===== src/rtl/chreg_pkg.sv =====
package chreg_pkg;

    localparam int WORD_W = 16;

    typedef logic [WORD_W-1:0] word_t;

    typedef enum logic [1:0] {
        OP_ADDR  = 2'd0,
        OP_DATA  = 2'd1,
        OP_WRITE = 2'd2,
        OP_READ  = 2'd3
    } op_e;

    typedef enum logic [1:0] {
        PH_IDLE = 2'd0,
        PH_WAIT = 2'd1,
        PH_HOLD = 2'd2
    } phase_e;

    typedef struct packed {
        logic cap_addr;
        logic cap_data;
        logic wr;
        logic rd;
    } strobe_t;

    typedef struct packed {
        op_e   op;
        word_t word;
    } req_t;

    function automatic logic single_strobe(strobe_t s);
        logic [3:0] v;
        v = s;
        return (v != 4'd0) && ((v & (v - 4'd1)) == 4'd0);
    endfunction

    function automatic op_e strobe_to_op(strobe_t s);
        op_e o;
        if (s.cap_addr)      o = OP_ADDR;
        else if (s.cap_data) o = OP_DATA;
        else if (s.wr)       o = OP_WRITE;
        else                 o = OP_READ;
        return o;
    endfunction

endpackage


===== src/rtl/chreg_sequencer.sv =====
module chreg_sequencer
    import chreg_pkg::*;
#(
    parameter int LATENCY = 2
) (
    input  logic    clk,
    input  logic    rst,
    input  strobe_t stb_i,
    input  word_t   din_i,
    output logic    commit_o,
    output req_t    req_o,
    output logic    ack_o
);

    localparam int CW = (LATENCY < 2) ? 1 : $clog2(LATENCY);
    localparam logic [CW-1:0] LAST = CW'(LATENCY - 1);

    phase_e        phase_q;
    logic [CW-1:0] cnt_q;
    strobe_t       held_q;
    req_t          req_q;
    logic          ack_q;

    logic same_stb;
    assign same_stb = (stb_i == held_q);
    assign commit_o = (phase_q == PH_WAIT) && same_stb && (cnt_q == LAST);
    assign req_o    = req_q;
    assign ack_o    = ack_q;

    always_ff @(posedge clk) begin
        if (rst) begin
            phase_q <= PH_IDLE;
            cnt_q   <= '0;
            held_q  <= '0;
            req_q   <= '0;
            ack_q   <= 1'b0;
        end else begin
            case (phase_q)
                PH_IDLE: begin
                    if (single_strobe(stb_i)) begin
                        held_q  <= stb_i;
                        req_q   <= '{op: strobe_to_op(stb_i), word: din_i};
                        cnt_q   <= '0;
                        phase_q <= PH_WAIT;
                    end
                end
                PH_WAIT: begin
                    if (!same_stb) begin
                        phase_q <= PH_IDLE;
                    end else if (cnt_q == LAST) begin
                        phase_q <= PH_HOLD;
                        ack_q   <= 1'b1;
                    end else begin
                        cnt_q <= cnt_q + 1'b1;
                    end
                end
                PH_HOLD: begin
                    if (stb_i == '0) begin
                        phase_q <= PH_IDLE;
                        ack_q   <= 1'b0;
                    end
                end
                default: phase_q <= PH_IDLE;
            endcase
        end
    end

    assert_reset_ack_R1: assert property (@(posedge clk) rst |=> !ack_o);

    assert_ack_held_R7: assert property (@(posedge clk) disable iff (rst)
        (ack_o && stb_i != '0) |=> ack_o);

    assert_ack_release_R7: assert property (@(posedge clk) disable iff (rst)
        (ack_o && stb_i == '0) |=> !ack_o);

    assert_ack_single_R9: assert property (@(posedge clk) disable iff (rst)
        $rose(ack_o) |-> $countones($past(stb_i)) == 1);

    assert_ack_after_wait_R6: assert property (@(posedge clk) disable iff (rst)
        $rose(ack_o) |-> $past(phase_q) == PH_WAIT);

endmodule


===== src/rtl/chreg_store.sv =====
module chreg_store
    import chreg_pkg::*;
#(
    parameter int DEPTH = 16
) (
    input  logic  clk,
    input  logic  rst,
    input  logic  commit_i,
    input  req_t  req_i,
    output word_t dout_o
);

    localparam int IDX_W = (DEPTH < 2) ? 1 : $clog2(DEPTH);

    word_t addr_q;
    word_t pend_q;
    word_t dout_q;
    word_t mem [DEPTH];

    logic [IDX_W-1:0] idx;
    assign idx    = addr_q[IDX_W-1:0];
    assign dout_o = dout_q;

    always_ff @(posedge clk) begin
        if (rst) begin
            addr_q <= '0;
            pend_q <= '0;
            dout_q <= '0;
        end else if (commit_i) begin
            case (req_i.op)
                OP_ADDR: addr_q <= req_i.word;
                OP_DATA: pend_q <= req_i.word;
                OP_READ: dout_q <= mem[idx];
                default: ;
            endcase
        end
    end

    for (genvar g = 0; g < DEPTH; g++) begin : g_entry
        always_ff @(posedge clk) begin
            if (rst) begin
                mem[g] <= '0;
            end else if (commit_i && req_i.op == OP_WRITE && idx == IDX_W'(g)) begin
                mem[g] <= pend_q;
            end
        end
    end

    assert_dout_hold_R8: assert property (@(posedge clk) disable iff (rst)
        !(commit_i && req_i.op == OP_READ) |=> $stable(dout_o));

    assert_addr_capture_R2: assert property (@(posedge clk) disable iff (rst)
        (commit_i && req_i.op == OP_ADDR) |=> addr_q == $past(req_i.word));

    assert_pend_capture_R3: assert property (@(posedge clk) disable iff (rst)
        (commit_i && req_i.op == OP_DATA) |=> pend_q == $past(req_i.word));

    assert_addr_stable_R9: assert property (@(posedge clk) disable iff (rst)
        !(commit_i && req_i.op == OP_ADDR) |=> $stable(addr_q));

endmodule


===== src/rtl/chreg_target.sv =====
module chreg_target
    import chreg_pkg::*;
#(
    parameter int DEPTH   = 16,
    parameter int LATENCY = 2
) (
    input  logic        clk,
    input  logic        rst,
    input  logic        cap_addr_stb,
    input  logic        cap_data_stb,
    input  logic        wr_stb,
    input  logic        rd_stb,
    input  logic [15:0] din,
    output logic [15:0] dout,
    output logic        ack
);

    strobe_t stb;
    logic    commit;
    req_t    req;

    assign stb = '{cap_addr: cap_addr_stb, cap_data: cap_data_stb,
                   wr: wr_stb, rd: rd_stb};

    chreg_sequencer #(.LATENCY(LATENCY)) u_seq (
        .clk      (clk),
        .rst      (rst),
        .stb_i    (stb),
        .din_i    (din),
        .commit_o (commit),
        .req_o    (req),
        .ack_o    (ack)
    );

    chreg_store #(.DEPTH(DEPTH)) u_store (
        .clk      (clk),
        .rst      (rst),
        .commit_i (commit),
        .req_i    (req),
        .dout_o   (dout)
    );

endmodule


===== config.mk =====
export PLATFORM = sky130hd
export DESIGN_NAME = chreg_target
export DESIGN_NICKNAME = d
export VERILOG_FILES = /design/src/rtl/chreg_pkg.sv /design/src/rtl/chreg_sequencer.sv /design/src/rtl/chreg_store.sv /design/src/rtl/chreg_target.sv
export SDC_FILE = /design/constraint.sdc
export NUM_CORES = 1
export LEC_CHECK = 0
export CELL_PAD_IN_SITES_DETAIL_PLACEMENT = 1
export CELL_PAD_IN_SITES_GLOBAL_PLACEMENT = 1
export CORE_ASPECT_RATIO = 0.5
export CORE_MARGIN = 10
export CORE_UTILIZATION = 23
export CTS_CLUSTER_SIZE = 20
export DETAILED_ROUTE_END_ITERATION = 7
export GPL_ROUTABILITY_DRIVEN = 1
export PLACE_DENSITY_LB_ADDON = 0.1
export SLEW_MARGIN = 0
export SYNTH_ARGS = -nofsm -noshare
export SYNTH_HDL_FRONTEND = slang
export SYNTH_SLANG_ARGS = --single-unit
export TNS_END_PERCENT = 100

===== constraint.sdc =====
create_clock -name clk -period 4.3 [get_ports clk]
set_clock_uncertainty 0.05 [all_clocks]
set_input_delay 0.43 -clock clk [delete_from_list [all_inputs] [get_ports clk]]
set_output_delay 0.43 -clock clk [all_outputs]
set_load 0.01 [all_outputs]

==> summary.md <==
| Metric | Value |
|---|---|
| Status | `finished clean` |
| Register area share after synthesis | `a little under two thirds` |
| Largest net degree at the start of global routing | `70` |
| CTS tree | `yes` |
| Yosys Warn Count | `0` |
| Worst endpoint required time | `4.46 ns` |
| Initial DRT Pass Iterations | `4` |
| Area leader, netlist | `edfxtp_1` |
| Initial antenna violation count | `0` |
| Post-layout util | `27.31%` |
| Vias in the first global route | `a little over 10000` |
| Critical R2R Launch | `u_store.addr_q[0]$_SDFFE_PP0P_` |
| Post-route DRC | `0` |
| Port bufs | `38` |
| Setup WS post-layout | `between 1 and 1.5 ns` |
| Met2 wire length | `between 20000 and 25000 um` |
| Total Die Area | `72180 um^2` |
| Via count | `9354` |
| Pwr Density | `410.8 nW/um^2` |
| Crit-path slowest cell | `clkdlybuf4s50_1` |
| DP HPWL | `30280 um` |
| Crit. End Element | `register` |
| Worst skew pair latency | `0.53 ns` |
| Die Wd | `370.1 um` |
| Maxcap violations | `0` |
| # rows | `64` |
| CTS max path bufs | `3` |
| Cts hold-fix bufs | `0` |
| Setup tns final | `0 ns` |
| Most used DFF post-synth | `edfxtp_1` |
| Fmax | `353.8 MHz` |
| Post-route ant nets | `0` |
| Layout cells sized above 1 | `17.72%` |
| Mapped Nets | `1098` |
| Syn Inst Count | `1076` |
| Post-CTS Resized | `0` |
| Vias/cell | `4.867` |
| Final Hold Viols | `0` |
| Startpoint Class | `input port` |
| DRT iter0 DRCs | `647` |
| Cells on Worst Hold Path | `2` |
| Metal3 WL | `2164 um` |
| Initial Utilization | `23.16%` |
| Synth top area cells | `edfxtp_1, mux4_2, dfxtp_1` |
| Synth cell types | `43` |
| Routed len/inst | `25.01 um` |
| CP Cell Sequence | `clkdlybuf4s50_1 > xor2_1 > nor3_2 > nand4b_4 > buf_4 > o31ai_4 > buf_4` |
| Count of final max-slew check failures | `0` |
| Worst Hold Path EP | `u_seq.req_o[5]$_SDFFE_PP0P_` |
| RSZ-0062 raised after global routing | `false` |
| Layout fillers | `roughly 6600` |
| Worst-path fanout max | `35` |
| Total GRT Usage | `13.23%` |
| Area of the mapped netlist | `between 10000 and 15000 um^2` |
| Critical R2R Capture | `u_store.dout_o[3]$_SDFFE_PP0P_` |
| Area grow syn2layout | `17.93%` |
| Post-CTS setup buffers | `0` |
| Most frequent cells after synthesis | `edfxtp_1, nor3_1, clkbuf_1` |
| Top cell type's share of synthesized area | `a little over half` |
| Tmin final | `2.827 ns` |
| Synthesized flop and latch total | `about 320` |
| Crit share post-route | `between 60% and 70%` |
| Hold Path Class | `register to register` |
| Nets | `1092` |
| R2R Setup Slk | `around 1.7 ns` |
| Fraction of registers with async set/reset | `0%` |
| CORE AREA | `60860 um^2` |
| Clk slew on worst S/H paths | `0.06 ns` |
| Clock sinks | `318` |
| Syn avg cell area | `13.10 um^2` |
| Design Area, Final | `16620 um^2` |
| M1 WL | `24450 um` |
| Relative slew slack | `25.09%` |
| Top layer in use | `met4` |
| Most frequent cell after synthesis | `edfxtp_1` |
| Setup WS pre-CTS | `0.9631 ns` |
| Final setup viols | `0` |
| Leakage | `just under 0.005 uW` |
| VDD IR-drop max | `about 0.21 mV` |
| Critical path class | `input port to register` |
| Worst-Margin Slew | `1.124 ns` |
| FF-to-FF path depth | `5` |
| Highest cell delay on the worst timing path | `0.70 ns` |
| RePlAce Congestion | `0.7126` |
| # IOs | `39` |
| First-pass GRT wire length | `72010 um` |
| Source of the worst hold timing path | `u_seq.req_o[5]$_SDFFE_PP0P_` |
| CTS Root Cell | `clkbuf_16` |
| Worst EP arrival | `2.98 ns` |
| Area after DPL | `about 15000 um^2` |
| CTS buffer count | `36` |
| Clock H-tree levels | `2` |
| CP dominant cell by count | `buf_4` |
| Drt total wl | `just under 50000 um` |
| Overflow after GRT | `0` |
| Post-synth EDFFs | `between 200 and 300` |
| Die Span Y | `195.0 um` |
==> logic make-up (layout without fill, tap and decap cells) <==
family | Yosys count | after routing | share of synthesized area [%]
buf+inv | 138 | 157 | 4.048
simple gates | 408 | 408 | 14.54
other cells | 0 | 2 | 0
compound gates | 124 | 124 | 6.125
mux | 83 | 83 | 11.58
flops | 318 | 318 | 63.35
xor+xnor | 5 | 5 | 0.3640
==> placed cells by master (no fill, tap or decap), types with 3 or more instances in the layout <==
master,count
mux2i_1,19
o21ai_2,8
a21oi_1,23
clkbuf_16,37
nor2_1,55
mux4_2,64
buf_4,52
nor4_1,49
a22oi_1,32
clkinv_2,7
nand2_1,77
xor2_1,4
or3_1,3
clkdlybuf4s50_1,38
nor2b_1,5
nor3_1,162
clkinv_1,4
dfxtp_1,59
a22o_1,16
nand4_1,43
clkbuf_1,9
clkbuf_8,4
edfxtp_1,256
a211oi_1,3
o21ai_1,4
o31ai_1,21
o31ai_4,4
==> critical path: cells and delay by family <==
| kind | cells | cell delay [ns] |
|---|---|---|
| AND/OR/NAND/NOR | 2 | 0.76 |
| XOR/XNOR | 1 | 0.18 |
| buffers and inverters | 3 | 1.36 |
| AO/OA/AOI/OAI | 1 | 0.21 |
==> sequential cells by signal, summed over array words and instances, names as in the netlist <==
register	cells
u_seq.held_q	4
u_store.addr_q	4
u_seq.phase_q	2
u_store.dout_o	16
u_seq.ack_o	1
u_seq.cnt_q	1
u_store.mem	256
u_store.pend_q	16
u_seq.req_o	18
==> per-layer routing <==
| layer | GRT usage [%] | vias to the layer above |
|---|---|---|
| li1 | - | 4209 |
| met1 | 19.73 | 4922 |
| met2 | 19.84 | 174 |
| met3 | 2.419 | 49 |
| met4 | 2.325 | 0 |
| met5 | 0 | - |
==> layout make-up <==
type,count,area (um^2),share of cell area [%]
tap,825,1032,6.210
inverter,3,12.51,0.07527
sequential,318,8937,53.77
antenna,2,5.005,0.03011
timing repair buffer,91,790.8,4.757
clock inverter,13,112.6,0.6775
multi-input combinational,620,4717,28.38
clock buffer,50,1015,6.105
==> power by group <==
group          leakage [uW]  switching [uW]  internal (uW)
Combinational       0.00135             185            104
Clock              0.000554            1280           1770
Sequential          0.00297            48.5           3440
Total               0.00487            1510           5310
==> how the worst max path moves through the flow <==
stage	from	end	depth (start not counted)
global placement	wr_stb	u_store.mem[0][4]$_SDFFCE_PN0P_	7
finish	wr_stb	u_store.mem[0][13]$_SDFFCE_PN0P_	7
CTS	wr_stb	u_store.mem[0][10]$_SDFFCE_PN0P_	7
detailed placement	wr_stb	u_store.mem[1][0]$_SDFFCE_PN0P_	7
global route	wr_stb	u_store.mem[0][13]$_SDFFCE_PN0P_	7
floorplan	rd_stb	u_store.mem[2][0]$_SDFFCE_PN0P_	7
==> stage by stage <==
step                      total power, uW  hold WS, ns  std cells
after floorplan                      3715       0.3851       1076
after global placement               3850       0.4060       1857
after detailed placement             3859       0.4070       1857
after CTS                            6946       0.3901       1920
after global routing                 7098       0.4110       1920
final                                6829       0.4141       1922
Note: power is estimated with default switching activity, not from simulation.
